$ cat src/rtl/ac97_link_pkg.sv
package ac97_link_pkg;
    localparam int TAG_BITS      = 16;
    localparam int SLOT_BITS     = 20;
    localparam int SMALL_BITS    = 16;
    localparam int NUM_SLOTS     = 13;
    localparam int RSVD_TAG_BIT  = 2;
    localparam int READY_TAG_BIT = TAG_BITS - 1;
    localparam int SLOT_IDX_W    = $clog2(NUM_SLOTS);
    localparam int BIT_IDX_W     = $clog2(SLOT_BITS);
    localparam int PAD_BITS      = SLOT_BITS - SMALL_BITS;
    localparam int TAG_PAD       = SLOT_BITS - TAG_BITS;
    localparam int FRAME_BITS    = TAG_BITS + (NUM_SLOTS - 1) * SLOT_BITS;

    typedef logic [SLOT_IDX_W-1:0] slot_idx_t;
    typedef logic [BIT_IDX_W-1:0]  bit_idx_t;
    typedef logic [SLOT_BITS-1:0]  slot_word_t;

    typedef struct packed {
        slot_idx_t slot;
        bit_idx_t  bitc;
    } timer_st_t;

    typedef struct packed {
        slot_word_t sh;
    } tx_st_t;

    typedef struct packed {
        slot_word_t sh;
        logic       rdy;
        logic       vld;
        slot_word_t data;
        slot_idx_t  slot;
        logic       flag;
    } rx_st_t;
endpackage

$ cat src/rtl/ac97_slot_timer.sv
module ac97_slot_timer
    import ac97_link_pkg::*;
(
    input  logic      clk,
    input  logic      rst_n,
    output slot_idx_t slot_o,
    output bit_idx_t  bitc_o,
    output logic      last_o,
    output slot_idx_t next_slot_o,
    output logic      fsync_o
);
    localparam slot_idx_t LAST_SLOT = slot_idx_t'(NUM_SLOTS - 1);

    timer_st_t st_d, st_q;
    logic      last_w;
    slot_idx_t next_w;

    always_comb begin
        st_d   = st_q;
        last_w = (st_q.bitc == '0);
        next_w = (st_q.slot == LAST_SLOT) ? '0 : slot_idx_t'(st_q.slot + 1'b1);
        if (last_w) begin
            st_d.slot = next_w;
            st_d.bitc = (next_w == '0) ? bit_idx_t'(TAG_BITS - 1)
                                       : bit_idx_t'(SLOT_BITS - 1);
        end else begin
            st_d.bitc = bit_idx_t'(st_q.bitc - 1'b1);
        end
    end

    always_ff @(posedge clk or negedge rst_n) begin
        if (!rst_n) begin
            st_q.slot <= LAST_SLOT;
            st_q.bitc <= '0;
        end else begin
            st_q <= st_d;
        end
    end

    assign slot_o      = st_q.slot;
    assign bitc_o      = st_q.bitc;
    assign last_o      = last_w;
    assign next_slot_o = next_w;
    assign fsync_o     = (st_q.slot == '0);


    fs_drop_chk: assert property (@(posedge clk) disable iff (!rst_n)
        (last_w && st_q.slot == '0) |=> !fsync_o);

    fs_rise_chk: assert property (@(posedge clk) disable iff (!rst_n)
        (last_w && st_q.slot == LAST_SLOT) |=> fsync_o);
endmodule

$ cat src/rtl/ac97_tx_path.sv
module ac97_tx_path
    import ac97_link_pkg::*;
(
    input  logic       clk,
    input  logic       rst_n,
    input  logic       mode_20b_i,
    input  logic       load_i,
    input  slot_idx_t  next_slot_i,
    input  logic       tx_valid_i,
    input  slot_word_t tx_data_i,
    output logic       sdo_o
);
    tx_st_t              st_d, st_q;
    logic [TAG_BITS-1:0] tag_w;
    slot_word_t          word_w;

    always_comb begin
        tag_w               = tx_data_i[TAG_BITS-1:0];
        tag_w[RSVD_TAG_BIT] = 1'b0;
        word_w = mode_20b_i ? tx_data_i
                            : {tx_data_i[SMALL_BITS-1:0], {PAD_BITS{1'b0}}};
        st_d.sh = {st_q.sh[SLOT_BITS-2:0], 1'b0};
        if (load_i) begin
            if (!tx_valid_i)
                st_d.sh = '0;
            else if (next_slot_i == '0)
                st_d.sh = {tag_w, {TAG_PAD{1'b0}}};
            else
                st_d.sh = word_w;
        end
    end

    always_ff @(posedge clk or negedge rst_n) begin
        if (!rst_n) st_q <= '0;
        else        st_q <= st_d;
    end

    assign sdo_o = st_q.sh[SLOT_BITS-1];


    empty_slot_chk: assert property (@(posedge clk) disable iff (!rst_n)
        (load_i && !tx_valid_i) |=> !sdo_o);
endmodule

$ cat src/rtl/ac97_rx_path.sv
module ac97_rx_path
    import ac97_link_pkg::*;
(
    input  logic       clk,
    input  logic       rst_n,
    input  logic       mode_20b_i,
    input  logic       sdin_i,
    input  logic       done_i,
    input  slot_idx_t  cur_slot_i,
    input  logic       rx_ready_i,
    input  logic       cnr_clr_i,
    output logic       rx_valid_o,
    output slot_word_t rx_data_o,
    output slot_idx_t  rx_slot_o,
    output logic       cnr_flag_o
);
    rx_st_t              st_d, st_q;
    logic                smp_q;
    logic [TAG_BITS-1:0] tag_w;
    logic                tag_done_w;

    always_ff @(negedge clk or negedge rst_n) begin
        if (!rst_n) smp_q <= 1'b0;
        else        smp_q <= sdin_i;
    end

    always_comb begin
        st_d       = st_q;
        st_d.sh    = {st_q.sh[SLOT_BITS-2:0], smp_q};
        tag_w      = st_d.sh[TAG_BITS-1:0];
        tag_done_w = done_i && (cur_slot_i == '0);
        if (rx_ready_i) st_d.vld  = 1'b0;
        if (cnr_clr_i)  st_d.flag = 1'b0;
        if (tag_done_w) begin
            st_d.rdy = tag_w[READY_TAG_BIT];
            if (!tag_w[READY_TAG_BIT]) begin
                st_d.flag = 1'b1;
            end else begin
                st_d.vld  = 1'b1;
                st_d.slot = '0;
                st_d.data = {{TAG_PAD{1'b0}}, tag_w};
            end
        end else if (done_i && st_q.rdy) begin
            st_d.vld  = 1'b1;
            st_d.slot = cur_slot_i;
            st_d.data = mode_20b_i ? st_d.sh
                                   : {{PAD_BITS{1'b0}}, st_d.sh[SLOT_BITS-1 -: SMALL_BITS]};
        end
    end

    always_ff @(posedge clk or negedge rst_n) begin
        if (!rst_n) st_q <= '0;
        else        st_q <= st_d;
    end

    assign rx_valid_o = st_q.vld;
    assign rx_data_o  = st_q.data;
    assign rx_slot_o  = st_q.slot;
    assign cnr_flag_o = st_q.flag;


    muted_frame_chk: assert property (@(posedge clk) disable iff (!rst_n)
        (done_i && cur_slot_i != '0 && !st_q.rdy && !rx_valid_o) |=> !rx_valid_o);

    flag_set_chk: assert property (@(posedge clk) disable iff (!rst_n)
        (tag_done_w && !tag_w[READY_TAG_BIT]) |=> cnr_flag_o);

    flag_clr_chk: assert property (@(posedge clk) disable iff (!rst_n)
        (cnr_clr_i && !tag_done_w) |=> !cnr_flag_o);
endmodule

$ cat src/rtl/ac97_link_ctrl.sv
module ac97_link_ctrl
    import ac97_link_pkg::*;
(
    input  logic        clk,
    input  logic        rst_n,
    input  logic        mode_20b,
    input  logic        tx_valid,
    input  logic [19:0] tx_data,
    output logic        tx_ready,
    output logic [3:0]  tx_slot,
    output logic        sdout,
    output logic        fsync,
    input  logic        sdin,
    output logic        rx_valid,
    output logic [19:0] rx_data,
    output logic [3:0]  rx_slot,
    input  logic        rx_ready,
    input  logic        cnr_ie,
    input  logic        cnr_clr,
    output logic        cnr_flag,
    output logic        irq
);
    slot_idx_t cur_slot, next_slot;
    bit_idx_t  cur_bit;
    logic      slot_last;

    ac97_slot_timer i_timer (
        .clk(clk), .rst_n(rst_n),
        .slot_o(cur_slot), .bitc_o(cur_bit), .last_o(slot_last),
        .next_slot_o(next_slot), .fsync_o(fsync)
    );

    ac97_tx_path i_tx (
        .clk(clk), .rst_n(rst_n), .mode_20b_i(mode_20b),
        .load_i(slot_last), .next_slot_i(next_slot),
        .tx_valid_i(tx_valid), .tx_data_i(tx_data), .sdo_o(sdout)
    );

    ac97_rx_path i_rx (
        .clk(clk), .rst_n(rst_n), .mode_20b_i(mode_20b), .sdin_i(sdin),
        .done_i(slot_last), .cur_slot_i(cur_slot), .rx_ready_i(rx_ready),
        .cnr_clr_i(cnr_clr), .rx_valid_o(rx_valid), .rx_data_o(rx_data),
        .rx_slot_o(rx_slot), .cnr_flag_o(cnr_flag)
    );

    assign tx_ready = slot_last;
    assign tx_slot  = next_slot;
    assign irq      = cnr_flag & cnr_ie;


    rsvd_tag_bit_chk: assert property (@(posedge clk) disable iff (!rst_n)
        (cur_slot == '0 && cur_bit == bit_idx_t'(RSVD_TAG_BIT)) |-> !sdout);
endmodule

$ cat config.mk
export PLATFORM = sky130hd
export DESIGN_NAME = ac97_link_ctrl
export DESIGN_NICKNAME = d
export VERILOG_FILES = /design/src/rtl/ac97_link_pkg.sv /design/src/rtl/ac97_slot_timer.sv /design/src/rtl/ac97_tx_path.sv /design/src/rtl/ac97_rx_path.sv /design/src/rtl/ac97_link_ctrl.sv
export SDC_FILE = /design/constraint.sdc
export NUM_CORES = 1
export LEC_CHECK = 0
export ABC_AREA = 1
export BUFFER_PORTS_ARGS = -buffer_cell sky130_fd_sc_hd__buf_2
export CAP_MARGIN = 10
export CORE_ASPECT_RATIO = 0.6
export CORE_MARGIN = 2
export CORE_UTILIZATION = 34
export CTS_CLUSTER_SIZE = 8
export DETAILED_ROUTE_END_ITERATION = 12
export PLACE_DENSITY = 0.66
export SETUP_SLACK_MARGIN = 0.02
export SLEW_MARGIN = 0
export SYNTH_ARGS = -nofsm -noshare
export SYNTH_HDL_FRONTEND = slang
export SYNTH_SLANG_ARGS = --single-unit
$ cat constraint.sdc
create_clock -name clk -period 1.5 [get_ports clk]
set_input_delay 0.075 -clock clk [delete_from_list [all_inputs] [get_ports clk]]
set_output_delay 0.075 -clock clk [all_outputs]
set_load 0.01 [all_outputs]
Word level (Yosys, flattened, before mapping)
Cells that the tools add are included.

Mux-type cells: 15. Shifts and indexed selects: 0. Magnitude comparators: 0. Div/mod/pow operators: 0. Bitwise gates (word level): 1. Multiply operators: 0. Eq/ne operators: 2. Reductions and logical operators: 7. Add/subtract/negate cells: 2.

Operator list (number): 20-bit 2-to-1 mux (5); 25-bit 2-to-1 mux (3); 5-bit 2-to-1 mux (2); 4-bit logical NOT (2); 5-bit logical NOT (1); 5-bit by 1-bit subtractor with 5-bit output (second input constant) (1); 4-bit by 1-bit adder with 4-bit output (second input constant) (1); 4-bit == test (second input constant) (1); 1-bit 2-to-1 mux (4); 4-bit 2-to-1 mux (1); 1-bit logical AND (2); 2-bit by 1-bit inequality test with 1-bit output (second input constant) (1); 2-bit AND reduction (1); 2-bit nonzero test (1); 1-bit AND (1).

Bits in writable memories: 0. Bits in registers: 76. Memories kept: 0. Bits in read-only memories: 0. Bits in latches: 0.

Longest topological paths before layout
Gate-level depths: netlist of the first run.

Depth in word-level cells: 6. Gate-level depth with buffers: 11. Depth with buffers taken out: 9.

By module
From an unflattened synthesis of the first run, not the netlist that was laid out.

Cell total of the unflattened synthesis: 508. Area total of the unflattened synthesis: 3898.7 µm².

Modules (own cells, without submodules): ac97_rx_path (instances 1, cells each 290, area each 2273.4 µm²); ac97_tx_path (instances 1, cells each 153, area each 1101.1 µm²); ac97_slot_timer (instances 1, cells each 63, area each 516.7 µm²); ac97_link_ctrl (instances 1, cells each 2, area each 7.5 µm²).

==> results of run 1 <==
==> worst register-to-register path, stage by stage, from the launching register on <==
cell and delay, ns:
dfrtp_1 0.40, inv_2 0.09, ha_4 0.15, nand2_4 0.05, nor2_4 0.16, buf_6 0.14
nand3_4 0.10, inv_6 0.12, nor2_4 0.05, buf_12 0.15, nand2_2 0.06, nand3_2 0.06
==> where the power goes <==
group          total, mW  switching (mW)  internal (mW)
combinational      0.190           0.123         0.0669
clock               1.96           0.767           1.20
sequential          2.13          0.0301           2.10
==> repair_timing <==
action	4_1_cts	5_1_grt
pin swaps	10	2
hold buffers	4	0
buffers inserted	10	7
hold endpoints to repair	76	0
resized for setup	41	25
endpoints found under the setup margin	53	56
gates cloned	1	1
==> flip-flops by register name (all words and copies together), names as in the netlist <==
signal           count
i_rx.rx_valid_o      1
i_rx.st_d           19
i_tx.st_q           20
i_timer.bitc_o       5
i_timer.slot_o       4
i_rx.smp_q           1
i_rx.rx_data_o      20
i_rx.cnr_flag_o      1
i_rx.rx_slot_o       4
i_rx.st_q            1
==> area by class of cell <==
type	instances	area share (%)
inverters	36	2.97
flip-flops and latches	76	40.4
multi-input cells	247	29.7
clock inverters	4	0.504
repair buffers	108	17.5
clock buffers	11	5.36
well taps	135	3.58
==> placed cells by master (no fill, tap or decap), types with 11 or more instances in the layout <==
| master | n |
|---|---|
| nor2_1 | 16 |
| buf_2 | 56 |
| inv_1 | 25 |
| nand2_2 | 11 |
| nand3_1 | 23 |
| nand2_1 | 117 |
| a21oi_2 | 14 |
| dfrtp_1 | 73 |
| buf_6 | 14 |
| o21ai_0 | 12 |
| buf_4 | 27 |
==> stage by stage <==
step | setup WS (ns) | cells
2_1_floorplan | -0.0849 | 396
4_1_cts | -0.0831 | 610
3_3_place_gp | -0.0932 | 582
6_report | -0.166 | 617
3_5_place_dp | -0.153 | 582
5_1_grt | -0.238 | 617
==> cells by family after synthesis <==
kind of cell	after synthesis
buf+inv	74
xor+xnor	2
simple gates	196
flops	76
compound gates	45
fa+ha+maj	3
==> worst max path at each step <==
stage	from	end	slack (ns)	cells after the start
after floorplan	i_timer.bitc_o[0]$_DFF_PN0_	i_rx.rx_data_o[11]$_DFFE_PN0P_	-0.08	11
after global placement	i_timer.slot_o[1]$_DFFE_PN0N_	i_rx.rx_valid_o$_DFF_PN0_	-0.09	7
after detailed placement	i_timer.slot_o[1]$_DFFE_PN0N_	i_rx.rx_valid_o$_DFF_PN0_	-0.15	7
after CTS	i_timer.bitc_o[0]$_DFF_PN0_	i_rx.rx_data_o[8]$_DFFE_PN0P_	-0.08	10
after global routing	i_timer.bitc_o[0]$_DFF_PN0_	i_rx.rx_data_o[10]$_DFFE_PN0P_	-0.24	11
final	i_timer.bitc_o[0]$_DFF_PN0_	i_rx.rx_data_o[14]$_DFFE_PN0P_	-0.17	11
==> per-layer routing <==
metal | vias to the layer above | GRT usage, % | part of all wire, % | routed length [um]
li1 | 1393 | - | - | -
met2 | 87 | 21.1 | 42 | 3510
met5 | - | 0 | 0 | 0
met3 | 6 | 5.92 | 7.6 | 640
met1 | 1332 | 22.5 | 51 | 4270
met4 | 0 | 3.79 | 0.38 | 32
==> results.md, run 1 <==
* Final WS setup at -0.166 ns
* Area contributors post-synth: dfrtp_1, nand2_1, buf_4
* Bufs on Longest Clock Path at 2
* Max VDD drop at 0.543 mV
* H-tree Lvls at 3
* WHS Endpoint: i_tx.st_q[6]$_DFF_PN0_
* Unrepaired setup endpoints after global routing: true
* Antenna violations before repair at 0
* WL final at 8460 um
* Crit path arrival time at 1.85 ns
* Syn Area/Cell at 8.98 um2
* Area grow syn2layout at 32.7%
* Mux cell area share after synthesis at 0%
* Seq. cell area at 0.00190 mm2
* Skew final at 0.00932 ns
* Die footprint at approximately 0.011 mm2
* Setup crit start kind: register
* Top FF cell, synth: dfrtp_1
* EDFF count, synth at 0
* # IOs at 62
* Syn Inst Count at 396
* Overflow after GRT at 0
* Synthesized flop and latch total at 76
* Placement Rows at 28
* Final Max Slew Viols at 0
* Synth warnings at 0
* Most instantiated cells after synthesis: nand2_1, dfrtp_1, inv_1
* Crit path time final at 1.67 ns
* Clock Tree Root: clkbuf_16
* Vias at 2,818
* Layout cells sized above 1 at 39.0%
* Total Power at 4.28 mW
* Most Frequent Cell on Critical Path: nor2_4
* Final period util at 111%
* CP Class: register to register
* Critical Path RT at 1.69 ns
* Global-route wire length before repair at 13,600 um
* WL per Instance at 13.7 um
* Die height at around 83 um
* R2r startpoint: i_timer.bitc_o[0]$_DFF_PN0_
* DRC violation total after the first TritonRoute iteration at 207
* Seq/Total Area, Yosys at 53.6%
* Main combinational cell family by area after synthesis: simple AND/OR/NAND/NOR gates
* Status: finished, violations left
* Delay-heaviest family, CP: buffers and inverters
* # diodes at 0
* Post-route setup TNS at -4.24 ns
* Count of cell types in the netlist at 33
* IO buf count at 61
* Adder-Cell Fraction of Synth Area at 1.06%
* Compound-gate portion of the synthesized area at under 10%
* Final Setup Violations at 49
* Syn Nets at ~430
* GRT Overall Usage at 15.4%
* Top cell type by total area after synthesis: dfrtp_1
* FF-to-FF End: i_rx.rx_data_o[14]$_DFFE_PN0P_
* Final hold vios at 0
* Worst Path Buf+Inv at 4
* Pleak at 2.29 nW
* Fin area at roughly 0.0047 mm2
* Skew-Pair Late Insertion Delay at about 0.33 ns
* DR DRC count at 0
* Footprint of the multi-input gates at ~0.0014 mm2
* Slew HR at 73.2%
* DRT Pass-1 Iters at 4
* CTS Buf Count at 9
* Hold Path Origin: tx_valid
* Number of stages on the worst hold path at 3
* # Max-Cap Violations at 0
* Critical path's largest stage delay at 0.40 ns
* Simple-Gate Fraction of Synth Area at 26.0%
* Fill cell count at 978
* FF-to-FF path depth at 11
* Hpwl dp at between 5000 and 6000 um
* Util after Layout at 47.1%
* Nets at approximately 510
* Mapped cell area at 0.00355 mm2
* Critical-path top delay cell: dfrtp_1
* Routability cong. at between 0.7 and 0.8
* Worst hold slack at just under 0.03 ns
* Reg2Reg Setup Slack at -0.17 ns
* Vias in the first global route at 2,723
* PwrDens at 907 mW/mm2
* Initial core utilization at between 30% and 40%
* Placed Area at 0.00405 mm2
* Clock-pin slew on the worst setup and hold paths at 0.06 ns
* Die Span X at 136 um
* Asr flop ratio synth at 100%
* Worst slew pin tran at 0.398 ns
* CTS tree: built
* Core Box Area at 0.0100 mm2
* Vias/cell at 4.57
* Fmax at 600 MHz
* Failing checks: negative setup slack
* XOR/XNOR share of the synthesized area at 0.493%
* CP max FO at 12
* Critical path capture point type: register
* Clk sinks at 76
* CP Cell Sequence: inv_2 > ha_4 > nand2_4 > nor2_4 > buf_6 > nand3_4 > inv_6 > nor2_4 > buf_12 > nand2_2 > nand3_2
* Most common cell in the netlist: nand2_1
* Top cell type's share of synthesized area at between 50 and 60%
* Largest net degree at the start of global routing at 76
* Remaining antenna violation count at 0
* Worst Hold Class: input port to register
(Power assumes the default switching activity.)
==> run 2: changes to the inputs <==
--- a/config.mk
+++ b/config.mk
@@ -13,9 +13,10 @@
 export CORE_UTILIZATION = 34
 export CTS_CLUSTER_SIZE = 8
 export DETAILED_ROUTE_END_ITERATION = 12
-export PLACE_DENSITY = 0.66
+export PLACE_DENSITY = 0.65
 export SETUP_SLACK_MARGIN = 0.02
 export SLEW_MARGIN = 0
 export SYNTH_ARGS = -nofsm -noshare
 export SYNTH_HDL_FRONTEND = slang
+export SYNTH_HIERARCHICAL = 1
 export SYNTH_SLANG_ARGS = --single-unit
==> results.md, run 2 <==
* Status: finished, violations left
* Failing checks: negative setup slack
* Vias at 3,531 (+25%)
* Final period util at 111% (+0.38 points)
* Skew-Pair Late Insertion Delay at 0.34 ns (about the same)
* Overflow after GRT at 0 (unchanged)
* Unrepaired setup endpoints after global routing: true
* PwrDens at 797 mW/mm2 (-12%)
* Max VDD drop at 0.549 mV (+1.2%)
* Seq. cell area at 0.00190 mm2 (unchanged)
* Nets at 628 (+23%)
* CP max FO at 18 (+6)
* WL final at 10,600 um (+26%)
* Routability cong. at 0.848 (+6.5%)
* Hpwl dp at 6220 um (+10%)
* Area grow syn2layout at 41.6%
* Top cell type by total area after synthesis: dfrtp_1
* Count of cell types in the netlist at 31 (-6.1%)
* Seq/Total Area, Yosys at 48.8% (-4.7 points)
* Vias/cell at 4.74 (+3.8%)
* Worst slew pin tran at 0.635 ns (+0.236 ns)
* Pleak at 2.82 nW (+23%)
* Placement Rows at 30 (+7.1%)
* # IOs at 62 (unchanged)
* Top FF cell, synth: dfrtp_1
* Slew HR at 57.7% (-15 points)
* Synth warnings at 6 (+6)
* Largest net degree at the start of global routing at 76 (unchanged)
* # diodes at 0 (unchanged)
* Die height at 86.9 um (+4.5%)
* Syn Inst Count at 508 (+28%)
* Die Span X at 142 um (+4.6%)
* Skew final at 0.00649 ns (-0.00283 ns)
* Synthesized flop and latch total at 76 (unchanged)
* Area contributors post-synth: dfrtp_1, nand2_1, nor2_1
* Inst Count DP at 698 (+20%)
* Layout cells sized above 1 at 37.4% (-1.6 points)
* IO buf count at 61 (unchanged)
* Crit path arrival time at 1.93 ns (+0.08 ns)
* Clock-pin slew on the worst setup and hold paths at 0.05 ns (about the same)
* Syn Area/Cell at 7.67 um2 (-15%)
* DRT Pass-1 Iters at 4 (unchanged)
* Asr flop ratio synth at 100% (unchanged)
* Fill cell count at 1,027 (+5.0%)
* CP Class: register to register
* Worst Hold Class: input port to register
* CTS Buf Count at 9 (unchanged)
* Mapped cell area at 0.00390 mm2 (+9.7%)
* Clk sinks at 76 (unchanged)
* Most instantiated cells after synthesis: nand2_1, dfrtp_1, nor2_1
* Final Setup Violations at 49 (unchanged)
* CTS tree: built
* Global-route wire length before repair at 16,200 um (+19%)
* Commonest non-fill, non-tap cells in the layout: nand2_1, dfrtp_1, buf_2, nor2_1, buf_4
* Most common cell in the netlist: nand2_1
* Remaining antenna violation count at 0 (unchanged)
* Final hold vios at 0 (unchanged)
* Bufs on Longest Clock Path at 2 (unchanged)
* DRC violation total after the first TritonRoute iteration at 204 (-1.4%)
* DR DRC count at 0 (unchanged)
* Critical path capture point type: register
* GRT Overall Usage at 17.1% (+1.7 points)
* Crit path time final at 1.67 ns (+0.00566 ns)
* Initial core utilization at 34.7% (-0.74 points)
* Setup crit start kind: register
* # Max-Cap Violations at 0 (unchanged)
* Clock Tree Root: clkbuf_16
* Total Power at 4.40 mW (+2.8%)
* Vias in the first global route at 3,294 (+21%)
* H-tree Lvls at 3 (unchanged)
* Antenna violations before repair at 0 (unchanged)
* Final WS setup at -0.172 ns (-0.00566 ns)
* Top cell type's share of synthesized area at 46.9% (-4.5 points)
* Syn Nets at 539 (+26%)
* Core Box Area at 0.0112 mm2 (+12%)
* Die footprint at 0.0124 mm2 (+9.3%)
* Critical Path RT at 1.76 ns (+0.07 ns)
* Fmax at 598 MHz (-0.34%)
* WL per Instance at 14.3 um (+4.3%)
* EDFF count, synth at 0 (unchanged)
* Final Max Slew Viols at 0 (unchanged)
* Non-Filler Instances at 745 (+21%)
* Commonest non-fill, non-tap cell in the layout: nand2_1
* Footprint of the multi-input gates at 0.00200 mm2 (+43%)
[run 2: logic make-up (layout without fill, tap and decap cells)]
kind of cell / count (synthesis) / after routing / synth area share, %
AO/OA/AOI/OAI: 25 / 25 / 3.95
AND/OR/NAND/NOR: 321 / 324 / 34.2
XOR/XNOR: 2 / 2 / 0.449
adder cells (fa/ha/maj): 3 / 3 / 0.963
buffers and inverters: 81 / 171 / 11.6
flip-flops: 76 / 76 / 48.8
[run 2: worst paths after layout]
path	depth (start not counted)	from	slack, ns	to
worst max-delay path	10	i_timer/slot_o[1]$_DFFE_PN0P_	-0.17	i_tx/st_q[1]$_DFF_PN0_
min in group asynchronous	3	rst_n	0.35	i_rx/st_d[38]$_DFF_PN0_
worst min register to register	0	i_rx/st_d[29]$_DFF_PN0_	0.41	i_rx/st_d[30]$_DFF_PN0_
max in group asynchronous	2	rst_n	0.62	i_rx/smp_q$_DFF_NN0_
worst max register to register	10	i_timer/slot_o[1]$_DFFE_PN0P_	-0.17	i_tx/st_q[1]$_DFF_PN0_
worst min-delay path	3	tx_data[2]	0.02	i_tx/st_q[2]$_DFF_PN0_
[run 2: area by class of cell]
class | instances | share of cell area, %
repair buffers | 118 | 18.1
well taps | 144 | 3.26
clock buffers | 13 | 4.71
multi-input cells | 354 | 36.2
clock inverters | 2 | 0.181
flip-flops and latches | 76 | 34.5
inverters | 38 | 2.99
[run 2: through the flow]
stage | hold slack [ns] | setup slack, ns | instance area, um2 | TNS [ns] | util (%)
detailed placement | 0.182 | -0.163 | 4480 | -5.02 | 39.9
finish | 0.0215 | -0.172 | 5520 | -4.43 | 49.2
global route | 0.0196 | -0.250 | 5520 | -8.55 | 49.2
CTS | 0.0126 | -0.125 | 5020 | -2.88 | 44.7
floorplan | -0.221 | -0.0878 | 4010 | -1.86 | -
global placement | 0.172 | -0.131 | 4480 | -3.41 | 39.9
[run 2: metal layers]
| metal | global-route usage (%) | part of all wire, % |
|---|---|---|
| met3 | 5.39 | 6.2 |
| met4 | 6.00 | 1.7 |
| met1 | 23.7 | 47 |
| met2 | 25.3 | 45 |
| met5 | 0 | 0 |
[run 2: what timing repair did]
item / 4_1_cts / 5_1_grt
setup endpoints to repair: 50 / 54
resized for setup: 23 / 79
buffers inserted: 7 / 9
gates cloned: 3 / 6
hold endpoints to repair: 79 / 0
pin swaps: 13 / 64
hold buffers: 7 / 0
[run 2: power by group]
part	switching, mW	total, mW	internal [mW]
Sequential	0.0368	2.13	2.10
Combinational	0.174	0.269	0.0953
Clock	0.801	2.00	1.20
Total	1.01	4.40	3.39
[run 2: critical path: stages, from the launching register on]
cell and delay [ns]:
dfrtp_1 0.42, inv_2 0.07, ha_4 0.18, nand3_4 0.12, inv_2 0.06, nor2_4 0.14
nor2_4 0.06, nand2_4 0.12, nand2_8 0.12, buf_4 0.19, o21ai_2 0.12
==> run 3: changes to the inputs <==
--- a/config.mk
+++ b/config.mk
@@ -10,10 +10,10 @@
 export CAP_MARGIN = 10
 export CORE_ASPECT_RATIO = 0.6
 export CORE_MARGIN = 2
-export CORE_UTILIZATION = 34
+export CORE_UTILIZATION = 50
 export CTS_CLUSTER_SIZE = 8
 export DETAILED_ROUTE_END_ITERATION = 12
-export PLACE_DENSITY = 0.65
+export PLACE_DENSITY = 0.86
 export SETUP_SLACK_MARGIN = 0.02
 export SLEW_MARGIN = 0
 export SYNTH_ARGS = -nofsm -noshare
==> results.md, run 3 (synthesis gave the netlist of run 2 again) <==
* DRC violation total after the first TritonRoute iteration at 276 (+35%)
* R2r startpoint: i_timer/slot_o[2]$_DFFE_PN1P_
* Most Frequent Cell on Critical Path: nand2_1
* Critical-path top delay cell: dfstp_2
* Critical path capture point type: register
* Commonest non-fill, non-tap cells in the layout: nand2_1, dfrtp_1, nor2_1, buf_2, buf_4
* GRT Overall Usage at 25.1% (+8.0 points)
* WL final at 10,900 um (+2.7%)
* Util after Layout at 72.2% (+23 points)
* PwrDens at 858 mW/mm2 (+7.7%)
* Hpwl dp at 6160 um (-1.1%)
* Fin area at 0.00535 mm2 (-3.0%)
* Antenna violations before repair at 0 (unchanged)
* Critical path depth at 9 (-1)
* Fmax at 588 MHz (-1.7%)
* Bufs on Longest Clock Path at 2 (unchanged)
* H-tree Lvls at 3 (unchanged)
* Core Box Area at 0.00742 mm2 (-34%)
* Remaining antenna violation count at 0 (unchanged)
* Setup crit start kind: register
* IO buf count at 61 (unchanged)
* Overflow after GRT at 0 (unchanged)
* CP Cell Sequence: nand4_1 > nand3_2 > inv_2 > nor2_4 > nand2_4 > buf_6 > a21oi_2 > nand2_1 > nand2_1
* CP max FO at 6 (-12)
* Final period util at 113% (+1.9 points)
* Final Setup Violations at 55 (+12%)
* Total Power at 4.60 mW (+4.4%)
* Die footprint at 0.00854 mm2 (-31%)
* Final hold vios at 0 (unchanged)
* Slew HR at 66.8% (+9.2 points)
* Hold Path Origin: tx_data[1]
* WL per Instance at 15.6 um (+9.0%)
* Critical Path RT at 1.78 ns (+0.02 ns)
* Worst hold slack at 0.0254 ns (+0.00396 ns)
* Post-route setup TNS at -5.88 ns (-1.45 ns)
* Area grow syn2layout at 37.3%
* Clock-pin slew on the worst setup and hold paths at 0.06 ns (about the same)
* Worst Hold Class: input port to register
* # IOs at 62 (unchanged)
* Delay-heaviest family, CP: simple AND/OR/NAND/NOR gates
* Clock Tree Root: clkbuf_16
* Routability cong. at 0.853 (+0.60%)
* Nets at 624 (-0.64%)
* Die Span X at 118 um (-17%)
* Critical path's largest stage delay at 0.61 ns (+0.19 ns)
* Skew-Pair Late Insertion Delay at 0.34 ns (about the same)
* Pleak at 2.68 nW (-4.7%)
* CTS tree: built
* Final WS setup at -0.200 ns (-0.0287 ns)
* DRT Pass-1 Iters at 5 (+1)
* Vias/cell at 5.25 (+11%)
* Vias at 3,685 (+4.4%)
* # diodes at 0 (unchanged)
* Placement Rows at 24 (-20%)
* Initial core utilization at 52.6% (+18 points)
* Vias in the first global route at 3,441 (+4.5%)
* Placed Area at 0.00446 mm2 (-0.45%)
* FF-to-FF End: i_tx/st_q[5]$_DFF_PN0_
* Status: finished, violations left
* Crit path arrival time at 1.98 ns (+0.05 ns)
* Layout cells sized above 1 at 35.1% (-2.3 points)
* Skew final at 0.00537 ns (-0.00112 ns)
* Global-route wire length before repair at 16,600 um (+2.3%)
* CTS Buf Count at 9 (unchanged)
* Die height at 72.4 um (-17%)
* Failing checks: negative setup slack
* Largest net degree at the start of global routing at 76 (unchanged)
* Worst Setup EP: i_tx/st_q[5]$_DFF_PN0_
* Commonest non-fill, non-tap cell in the layout: nand2_1
* Crit path time final at 1.70 ns (+0.0288 ns)
* DR DRC count at 0 (unchanged)
* # Max-Cap Violations at 0 (unchanged)
* Final Max Slew Viols at 0 (unchanged)
* Worst Path Buf+Inv at 2 (-1)
* Max VDD drop at 0.552 mV (+0.48%)
* Worst slew pin tran at 0.497 ns (-0.138 ns)
* CP Class: register to register
* Unrepaired setup endpoints after global routing: true
* Crit. Startpoint: i_timer/slot_o[2]$_DFFE_PN1P_
* FF-to-FF path depth at 9 (-1)
* Clk sinks at 76 (unchanged)
* Reg2Reg Setup Slack at -0.20 ns (-0.03 ns)
==> run 3: cell count changes in the layout (fill, tap and decap cells not counted), moves of 5 or more <==
cell / before / now
nand2_4: 11 / 3
nand3_2: 14 / 8
nand3_1: 12 / 20
nand2_1: 183 / 190
nor2_2: 13 / 7
inv_2: 7 / 12
nor2_1: 52 / 57
==> run 3: cell type report <==
cell class | instances | area [um2]
clock buffer | 12 | 256
clock inverter | 4 | 47.5
fill | 571 | 2060
inverter | 38 | 153
multi-input combinational | 354 | 1860
sequential | 76 | 1900
tap | 104 | 130
timing repair buffer | 114 | 1000
==> run 3: metrics by stage <==
| step | worst slack [ns] | std cells |
|---|---|---|
| finish | -0.200 | 702 |
| global placement | -0.0501 | 662 |
| global route | -0.275 | 702 |
| floorplan | -0.0878 | 508 |
| CTS | -0.0988 | 692 |
| detailed placement | -0.139 | 662 |
==> run 3: metal layers <==
metal	wire length, um	global-route usage [%]	vias to the layer above
li1	-	-	1724
met1	4810	33.6	1794
met2	5230	39.2	150
met3	712	7.00	17
met4	187	10.4	0
met5	0	0	-
==> run 3: how the worst min path moves through the flow <==
| stage | end | cells after the start |
|---|---|---|
| after global routing | i_tx/st_q[1]$_DFF_PN0_ | 3 |
| after floorplan | i_rx/cnr_flag_o$_DFF_PN0_ | 0 |
| after detailed placement | i_rx/st_d[29]$_DFF_PN0_ | 2 |
| after CTS | i_tx/st_q[6]$_DFF_PN0_ | 3 |
| final | i_tx/st_q[1]$_DFF_PN0_ | 3 |
| after global placement | i_rx/st_d[28]$_DFF_PN0_ | 2 |
==> run 3: report_power, final <==
group	total, mW	internal [mW]	switching, mW
sequential	2.14	2.10	0.0381
clock	2.21	1.37	0.840
combinational	0.247	0.0879	0.159
total	4.60	3.56	1.04
==> run 3: worst min-delay path: stages <==
cell and delay, ns:
buf_2 0.11, nand2_1 0.05, o21ai_0 0.08
==> run 3: repair_timing <==
action	CTS	global route
gates cloned	3	6
hold buffers	4	0
pin swaps	14	19
endpoints found under the hold margin	76	0
resized for setup	32	46
setup buffers	7	8
setup endpoints to repair	51	58
